<file path="src/rtl/lcd_scan_pkg.sv">
// Shared types for the row scan generator.
// Assumes: the mode bits are quasi-static and change only between windows.
package lcd_scan_pkg;

    // Mode bits sampled by the dot forming logic.
    typedef struct packed {
        logic two_line;
        logic tall_font;
        logic disp_on;
        logic cursor_on;
        logic blink_on;
    } scan_mode_t;

endpackage

</file>
<file path="src/rtl/lcd_row_timer.sv">
// Tick counter, common row sequencer, frame alternation and blink phase.
// Assumes: ROW_TICKS >= 2 and NUM_COM >= ROWS_TALL >= ROWS_SHORT.
module lcd_row_timer #(
    parameter int ROW_TICKS    = 400,
    parameter int NUM_COM      = 16,
    parameter int ROWS_SHORT   = 8,
    parameter int ROWS_TALL    = 11,
    parameter int BLINK_FRAMES = 32,
    localparam int TCNT_W = $clog2(ROW_TICKS),
    localparam int ROW_AW = $clog2(NUM_COM)
) (
    input  logic              clk,
    input  logic              rst_n,
    input  logic              tick,
    input  logic              two_line,
    input  logic              tall_font,
    output logic [TCNT_W-1:0] tcnt,
    output logic              row_end,
    output logic [ROW_AW-1:0] cur_row,
    output logic [ROW_AW-1:0] nxt_row,
    output logic              m_alt,
    output logic              blink_ph
);
    localparam int FCNT_W = $clog2(BLINK_FRAMES + 1);
    localparam logic [TCNT_W-1:0] TCNT_LAST = TCNT_W'(ROW_TICKS - 1);
    localparam logic [FCNT_W-1:0] FCNT_LAST = FCNT_W'(BLINK_FRAMES - 1);

    logic [ROW_AW:0]   duty;
    logic [ROW_AW:0]   row_inc;
    logic [FCNT_W-1:0] fcnt;

    // Number of commons scanned in the current mode.
    always_comb begin
        if (two_line)       duty = (ROW_AW+1)'(NUM_COM);
        else if (tall_font) duty = (ROW_AW+1)'(ROWS_TALL);
        else                duty = (ROW_AW+1)'(ROWS_SHORT);
    end

    // Next common index with wrap, also covering a mode that just shrank.
    always_comb begin
        row_inc = {1'b0, cur_row} + 1'b1;
        nxt_row = (row_inc >= duty) ? '0 : row_inc[ROW_AW-1:0];
        row_end = tick && (tcnt == TCNT_LAST);
    end

    // Tick counter within one common window.
    always_ff @(posedge clk) begin
        if (!rst_n)    tcnt <= '0;
        else if (tick) tcnt <= (tcnt == TCNT_LAST) ? '0 : tcnt + 1'b1;
    end

    // Common advance, frame alternation and blink phase at window end.
    always_ff @(posedge clk) begin
        if (!rst_n) begin
            cur_row  <= '0;
            m_alt    <= 1'b0;
            fcnt     <= '0;
            blink_ph <= 1'b0;
        end else if (row_end) begin
            cur_row <= nxt_row;
            if (nxt_row == '0) begin
                m_alt <= ~m_alt;
                if (fcnt == FCNT_LAST) begin
                    fcnt     <= '0;
                    blink_ph <= ~blink_ph;
                end else begin
                    fcnt <= fcnt + 1'b1;
                end
            end
        end
    end

    AST_ROW_IN_DUTY: assert property (@(posedge clk) disable iff (!rst_n)
        {1'b0, nxt_row} < duty);
    AST_M_AT_FRAME: assert property (@(posedge clk) disable iff (!rst_n)
        (m_alt != $past(m_alt)) |-> (cur_row == '0));
    AST_ROW_HOLD: assert property (@(posedge clk) disable iff (!rst_n)
        !$past(row_end) |-> $stable(cur_row));
endmodule

</file>
<file path="src/rtl/lcd_dot_fetch.sv">
// Fetch addressing and dot forming for the row after the one displayed.
// Dot d is handled on tick 2d of the window; the odd tick after an
// extension dot raises the shift clock.
// Assumes: 2*(NUM_SEG+EXT_SEG) <= ROW_TICKS and font_row is combinational.
module lcd_dot_fetch
    import lcd_scan_pkg::*;
#(
    parameter int ROW_TICKS  = 400,
    parameter int NUM_COM    = 16,
    parameter int NUM_SEG    = 40,
    parameter int EXT_SEG    = 40,
    parameter int CELL_W     = 5,
    parameter int ROWS_SHORT = 8,
    parameter int ROWS_TALL  = 11,
    localparam int TCNT_W    = $clog2(ROW_TICKS),
    localparam int ROW_AW    = $clog2(NUM_COM),
    localparam int NUM_CELLS = (NUM_SEG + EXT_SEG) / CELL_W,
    localparam int CELL_AW   = $clog2(NUM_CELLS)
) (
    input  logic               tick,
    input  logic [TCNT_W-1:0]  tcnt,
    input  logic [ROW_AW-1:0]  nxt_row,
    input  scan_mode_t         mode,
    input  logic               blink_ph,
    input  logic               cur_line,
    input  logic [CELL_AW-1:0] cur_cell,
    input  logic [CELL_W-1:0]  font_row,
    output logic               fetch_line,
    output logic [CELL_AW-1:0] fetch_cell,
    output logic [ROW_AW-1:0]  fetch_row,
    output logic               pix,
    output logic               shift_int,
    output logic               shift_ext,
    output logic               sclk_rise
);
    localparam int COL_W = $clog2(CELL_W);
    localparam int HALF  = NUM_COM / 2;
    localparam logic [COL_W-1:0]  COL_LAST = COL_W'(CELL_W - 1);
    localparam logic [TCNT_W-1:0] SEG_END  = TCNT_W'(NUM_SEG);
    localparam logic [TCNT_W-1:0] DOT_END  = TCNT_W'(NUM_SEG + EXT_SEG);

    logic [TCNT_W-1:0] dot;
    logic [COL_W-1:0]  col;
    logic [ROW_AW-1:0] last_row;
    logic              at_cursor;
    logic              in_ext;

    // Dot, cell and column indices from the tick count.
    always_comb begin
        dot        = tcnt >> 1;
        fetch_cell = CELL_AW'(dot / TCNT_W'(CELL_W));
        col        = COL_W'(dot % TCNT_W'(CELL_W));
    end

    // Text line and glyph row addressed by the next common.
    always_comb begin
        fetch_line = mode.two_line && (nxt_row >= ROW_AW'(HALF));
        fetch_row  = mode.two_line ? ROW_AW'(nxt_row % ROW_AW'(HALF)) : nxt_row;
        last_row   = (!mode.two_line && mode.tall_font) ? ROW_AW'(ROWS_TALL - 1)
                                                        : ROW_AW'(ROWS_SHORT - 1);
    end

    // Dot value with blanking, blink and underline applied.
    always_comb begin
        at_cursor = (fetch_line == cur_line) && (fetch_cell == cur_cell);
        pix = mode.disp_on &&
              ((at_cursor && mode.blink_on && blink_ph) ||
               (at_cursor && mode.cursor_on && (fetch_row == last_row)) ||
               font_row[COL_LAST - col]);
    end

    // Shift strobes for the internal register and the extension line.
    always_comb begin
        in_ext    = (dot >= SEG_END) && (dot < DOT_END);
        shift_int = tick && !tcnt[0] && (dot < SEG_END);
        shift_ext = tick && !tcnt[0] && in_ext;
        sclk_rise = tick &&  tcnt[0] && in_ext;
    end
endmodule

</file>
<file path="src/rtl/lcd_seg_shift.sv">
// Serial segment shift register, parallel segment latch and the
// extension driver outputs.
// Assumes: shift strobes come from lcd_dot_fetch, row_end from the timer.
module lcd_seg_shift #(
    parameter int NUM_SEG = 40
) (
    input  logic               clk,
    input  logic               rst_n,
    input  logic               pix,
    input  logic               shift_int,
    input  logic               shift_ext,
    input  logic               sclk_rise,
    input  logic               row_end,
    output logic [NUM_SEG-1:0] seg,
    output logic               ext_data,
    output logic               ext_sclk,
    output logic               ext_lat
);
    logic [NUM_SEG-1:0] sreg;

    // Internal shift: the first dot of a row ends at bit 0.
    always_ff @(posedge clk) begin
        if (!rst_n)         sreg <= '0;
        else if (shift_int) sreg <= {pix, sreg[NUM_SEG-1:1]};
    end

    // Parallel transfer into the segment latch at window end.
    always_ff @(posedge clk) begin
        if (!rst_n)       seg <= '0;
        else if (row_end) seg <= sreg;
    end

    // Extension data and shift clock, the clock rising one tick after data.
    always_ff @(posedge clk) begin
        if (!rst_n) begin
            ext_data <= 1'b0;
            ext_sclk <= 1'b0;
        end else if (shift_ext) begin
            ext_data <= pix;
            ext_sclk <= 1'b0;
        end else if (sclk_rise) begin
            ext_sclk <= 1'b1;
        end
    end

    // One-cycle extension latch strobe aligned with the common change.
    always_ff @(posedge clk) begin
        if (!rst_n) ext_lat <= 1'b0;
        else        ext_lat <= row_end;
    end

    AST_LATCH_HOLD: assert property (@(posedge clk) disable iff (!rst_n)
        !$past(row_end) |-> $stable(seg));
    AST_SCLK_DATA_STABLE: assert property (@(posedge clk) disable iff (!rst_n)
        $rose(ext_sclk) |-> $stable(ext_data));
endmodule

</file>
<file path="src/rtl/lcd_scan_gen.sv">
// Top of the row scan generator: timer, dot fetch and segment shifter,
// plus the one-hot common decode.
// Assumes: osc_tick is a single-cycle enable synchronous to clk.
module lcd_scan_gen
    import lcd_scan_pkg::*;
#(
    parameter int ROW_TICKS    = 400,
    parameter int NUM_COM      = 16,
    parameter int NUM_SEG      = 40,
    parameter int EXT_SEG      = 40,
    parameter int CELL_W       = 5,
    parameter int ROWS_SHORT   = 8,
    parameter int ROWS_TALL    = 11,
    parameter int BLINK_FRAMES = 32,
    localparam int ROW_AW    = $clog2(NUM_COM),
    localparam int NUM_CELLS = (NUM_SEG + EXT_SEG) / CELL_W,
    localparam int CELL_AW   = $clog2(NUM_CELLS)
) (
    input  logic               clk,
    input  logic               rst_n,
    input  logic               osc_tick,
    input  logic               two_line,
    input  logic               tall_font,
    input  logic               disp_on,
    input  logic               cursor_on,
    input  logic               blink_on,
    input  logic               cur_line,
    input  logic [CELL_AW-1:0] cur_cell,
    input  logic [CELL_W-1:0]  font_row,
    output logic               fetch_line,
    output logic [CELL_AW-1:0] fetch_cell,
    output logic [ROW_AW-1:0]  fetch_row,
    output logic [NUM_COM-1:0] com,
    output logic [NUM_SEG-1:0] seg,
    output logic               ext_sclk,
    output logic               ext_lat,
    output logic               ext_data,
    output logic               m_alt
);
    localparam int TCNT_W = $clog2(ROW_TICKS);

    scan_mode_t        mode;
    logic [TCNT_W-1:0] tcnt;
    logic              row_end;
    logic [ROW_AW-1:0] cur_row;
    logic [ROW_AW-1:0] nxt_row;
    logic              blink_ph;
    logic              pix;
    logic              shift_int;
    logic              shift_ext;
    logic              sclk_rise;

    // Gather the mode bits into one bundle.
    always_comb begin
        mode = '{two_line: two_line, tall_font: tall_font, disp_on: disp_on,
                 cursor_on: cursor_on, blink_on: blink_on};
    end

    lcd_row_timer #(
        .ROW_TICKS(ROW_TICKS), .NUM_COM(NUM_COM), .ROWS_SHORT(ROWS_SHORT),
        .ROWS_TALL(ROWS_TALL), .BLINK_FRAMES(BLINK_FRAMES)
    ) u_timer (
        .clk(clk), .rst_n(rst_n), .tick(osc_tick),
        .two_line(two_line), .tall_font(tall_font),
        .tcnt(tcnt), .row_end(row_end), .cur_row(cur_row), .nxt_row(nxt_row),
        .m_alt(m_alt), .blink_ph(blink_ph)
    );

    lcd_dot_fetch #(
        .ROW_TICKS(ROW_TICKS), .NUM_COM(NUM_COM), .NUM_SEG(NUM_SEG),
        .EXT_SEG(EXT_SEG), .CELL_W(CELL_W), .ROWS_SHORT(ROWS_SHORT),
        .ROWS_TALL(ROWS_TALL)
    ) u_fetch (
        .tick(osc_tick), .tcnt(tcnt), .nxt_row(nxt_row), .mode(mode),
        .blink_ph(blink_ph), .cur_line(cur_line), .cur_cell(cur_cell),
        .font_row(font_row), .fetch_line(fetch_line), .fetch_cell(fetch_cell),
        .fetch_row(fetch_row), .pix(pix), .shift_int(shift_int),
        .shift_ext(shift_ext), .sclk_rise(sclk_rise)
    );

    lcd_seg_shift #(
        .NUM_SEG(NUM_SEG)
    ) u_shift (
        .clk(clk), .rst_n(rst_n), .pix(pix), .shift_int(shift_int),
        .shift_ext(shift_ext), .sclk_rise(sclk_rise), .row_end(row_end),
        .seg(seg), .ext_data(ext_data), .ext_sclk(ext_sclk), .ext_lat(ext_lat)
    );

    // One-hot common select from the displayed row index.
    always_comb begin
        com = '0;
        com[cur_row] = 1'b1;
    end

    AST_COM_ONEHOT: assert property (@(posedge clk) disable iff (!rst_n)
        $countones(com) == 1);
    AST_BLANK_DOTS: assert property (@(posedge clk) disable iff (!rst_n)
        !disp_on |-> !pix);
    AST_LAT_WITH_COM: assert property (@(posedge clk) disable iff (!rst_n)
        ext_lat |-> (com != $past(com)));
endmodule

</file>
<file path="config.mk">
export PLATFORM = sky130hd
export DESIGN_NAME = lcd_scan_gen
export DESIGN_NICKNAME = d
export VERILOG_FILES = /design/src/rtl/lcd_scan_pkg.sv /design/src/rtl/lcd_row_timer.sv /design/src/rtl/lcd_dot_fetch.sv /design/src/rtl/lcd_seg_shift.sv /design/src/rtl/lcd_scan_gen.sv
export SDC_FILE = /design/constraint.sdc
export NUM_CORES = 1
export LEC_CHECK = 0
export BUFFER_PORTS_ARGS = -buffer_cell sky130_fd_sc_hd__buf_2
export CAP_MARGIN = 15
export CELL_PAD_IN_SITES_DETAIL_PLACEMENT = 0
export CELL_PAD_IN_SITES_GLOBAL_PLACEMENT = 2
export CORE_MARGIN = 2
export CORE_UTILIZATION = 25
export CTS_CLUSTER_DIAMETER = 50
export DETAILED_ROUTE_END_ITERATION = 7
export PLACE_DENSITY = 0.67
export SLEW_MARGIN = 20
export SYNTH_ARGS = -nofsm -noshare
export SYNTH_HDL_FRONTEND = slang
export SYNTH_SLANG_ARGS = --single-unit
export TNS_END_PERCENT = 20
</file>
<file path="constraint.sdc">
create_clock -name clk -period 4.65 [get_ports clk]
set_input_delay 0 -clock clk [delete_from_list [all_inputs] [get_ports clk]]
set_output_delay 0 -clock clk [all_outputs]
set_load 0.02 [all_outputs]
</file>
==> out/results.txt <==
gpl congestion - 0.776
status - finished, final reports clean
Final WS setup - 329 ps
worst slew pin tran - 905 ps
DR vias/cell - 4.60
post-synthesis register bit count - 104
VDD IR-drop max - 0.173 mV
Die W - 152 um
power density cells - 267 mW/mm^2
Area Overhead vs Synth - 18.5%
crit path DAT - 4600 ps
Antenna diodes - 0
ranking of synthesized cells by area - dfxtp_1, nand2_1, a21boi_0, ha_1, xnor2_1
# Max-Cap Violations - 0
Clock Latency Late Sink - 350 ps
largest net degree at the start of global routing - 52
Synth top area share - 38.3%
# placed instances - 1,012
clock skew - 5.08 ps
DRC viols - 0
Final min period - 4320 ps
Post-Syn Area - 0.00544 mm^2
pins over their slew limit - 0
Synth Flop Type - dfxtp_1
Yosys warnings - 0
DR vias - 4,732
Net Count, Synth - 714
Final TNS setup - 0 ps
Final Core Density - 30.4%
initial DRC count - 238
Root Driver - clkbuf_16
routed len/inst - 13.9 um
R2R Setup Slk - 330 ps
Seq/Total Area, Yosys - 38.3%
Port Buffers - 86
sw frac - 23.4%
ys async rst share - 0%
top-count cell post-synth - nand2_1
Clock Sinks - 104
depth of the CTS H-tree - 3
Required @ worst endpoint - 4930 ps
layout cells sized above 1 - 19.2%
CP max FO - 7
Yosys cell types - 64
Synth top cells by count - nand2_1, dfxtp_1, a21boi_0
CP startpoint kind - flop
Post-synth EDFFs - 0
Hold/Removal Path Class - primary input to flop
Clk pwr share - 42.7%
leakage - 2.48 nW
Antenna Nets Post-Route - 0
Max clock buf depth - 2
Final setup viols - 0
CP endpoint kind - flop
Core ar. - 0.0212 mm^2
CP Class - flop to flop
fillers - 2,315
Final period util - 92.9%
CTS tree - yes
final WL - 14,300 um
Setup WS pre-CTS - 57.3 ps
Fin. Hold Viols - 0
Post-Synthesis Cells - 683
placement row count - 53
Cell Int Power - 1.32 mW
first-pass GRT wire length - 23,000 um
fin cells - 1,029
vias in the first global route - 4,609
Syn Area/Cell - 7.97 um^2
drt pass-1 iters - 4
initial core utilization - 25.6%
sequential cell fraction of total power - 51.9%
Remaining Overflow, GRT - 0
Die H - 152 um
RSZ-0062 raised after global routing - no
Hold Buf Count CTS - 0
Ports - 87
max_slew headroom - 39.6%
die area - 0.0230 mm^2
antenna violations before repair - 0
leading area contributor after synthesis - dfxtp_1
Sw Pwr - 403 uW
Clk pin slew, worst setup/hold paths - 70 ps
FMAX - 231 MHz
dpl hpwl - 10,100 um
GRT Overall Usage - 12.6%
clock buffer count from CTS - 9
Logic pwr share - 5.4%
fin nets - 780
## registers in the layout, indices dropped and copies added, names as in the netlist
register,flops
u_timer.fcnt,6
u_shift.ext_sclk,1
u_shift.ext_data,1
u_shift.seg,40
u_timer.blink_ph,1
u_timer.tcnt,9
u_timer.cur_row,4
u_timer.m_alt,1
u_shift.sreg,40
u_shift.ext_lat,1
## cell usage in the layout (no fill, tap or decap), types with 3 or more instances in the layout
master / n
buf_4: 21
mux2i_1: 5
nand3_1: 11
o21ai_1: 4
and2_1: 23
o211ai_1: 4
and3b_1: 3
inv_1: 18
dfxtp_1: 102
nand2b_1: 7
nand4_1: 4
nor4bb_1: 3
and3_1: 6
or3_1: 7
a21boi_0: 81
nor3_1: 7
nor2_1: 25
a31oi_1: 6
nand2_1: 192
buf_2: 86
o21ai_0: 10
xor2_1: 8
xnor2_1: 18
or2_2: 3
ha_1: 12
clkbuf_16: 9
a21oi_1: 16
nor2b_1: 8
## final timing paths
| kind | start | to | depth (start not counted) |
|---|---|---|---|
| max | u_timer.tcnt[8]$_SDFFE_PN0P_ | u_shift.sreg[39]$_SDFFE_PN0P_ | 19 |
| min | osc_tick | u_shift.ext_sclk$_SDFFE_PP0P_ | 3 |
| max reg2reg | u_timer.tcnt[8]$_SDFFE_PN0P_ | u_shift.sreg[39]$_SDFFE_PN0P_ | 19 |
| min reg2reg | u_shift.ext_sclk$_SDFFE_PP0P_ | u_shift.ext_sclk$_SDFFE_PP0P_ | 2 |
## critical path, stage by stage, from the launching register on
cell,delay (ps)
dfxtp_1,370
or3b_2,490
o221ai_2,180
o31a_1,190
nor2_1,70
ha_1,270
inv_1,50
a31o_1,180
a222oi_1,270
buf_4,180
a21oi_1,60
nor3_4,180
nor2_1,80
xnor2_1,130
ha_2,400
mux2i_1,80
mux4_1,490
nor4bb_1,300
a31oi_1,120
o21ai_1,160
## cell families after synthesis
| family | count (synthesis) | synth area share (%) |
|---|---|---|
| buf+inv | 70 | 5.59 |
| simple gates | 316 | 27.4 |
| xor+xnor | 26 | 4.18 |
| flops | 104 | 38.3 |
| compound gates | 147 | 20.0 |
| mux | 7 | 1.61 |
| fa+ha+maj | 13 | 2.99 |
## power by group through the flow
stage / logic, mW / registers (mW) / clock network (mW)
6_report: 0.0930 / 0.895 / 0.737
5_1_grt: 0.105 / 0.895 / 0.804
4_1_cts: 0.0936 / 0.895 / 0.767
3_5_place_dp: 0.0931 / 0.916 / 0
3_3_place_gp: 0.0925 / 0.916 / 0
2_1_floorplan: 0.0665 / 0.915 / 0
## layer usage
metal / wire length (um) / vias up / GRT usage (%)
li1: - / 2421 / -
met1: 7040 / 2199 / 16.7
met2: 6380 / 95 / 20.5
met3: 647 / 17 / 2.51
met4: 265 / 0 / 4.17
met5: 0 / - / 0
## area by class of cell
type	count	area (um^2)	area share [%]
tap	275	344	5.34
inverter	18	67.6	1.05
sequential	104	2080	32.3
clock buffer	12	256	3.98
multi-input combinational	509	3080	47.8
clock inverter	4	27.5	0.427
timing repair buffer	107	588	9.12
## stage by stage
step                area, um^2  hold WS [ps]  power (mW)
floorplan                 5440          88.7       0.982
global placement          6140           341        1.01
detailed placement        6140           332        1.01
CTS                       6420          7.74        1.76
global route              6450          63.3        1.80
finish                    6450          27.7        1.72
## repair_timing
action	in CTS	in global routing
endpoints found under the hold margin	0	0
gates resized for setup	0	6
setup buffers	0	1
setup endpoints to repair	0	2
Note: power is estimated with default switching activity, not from simulation.
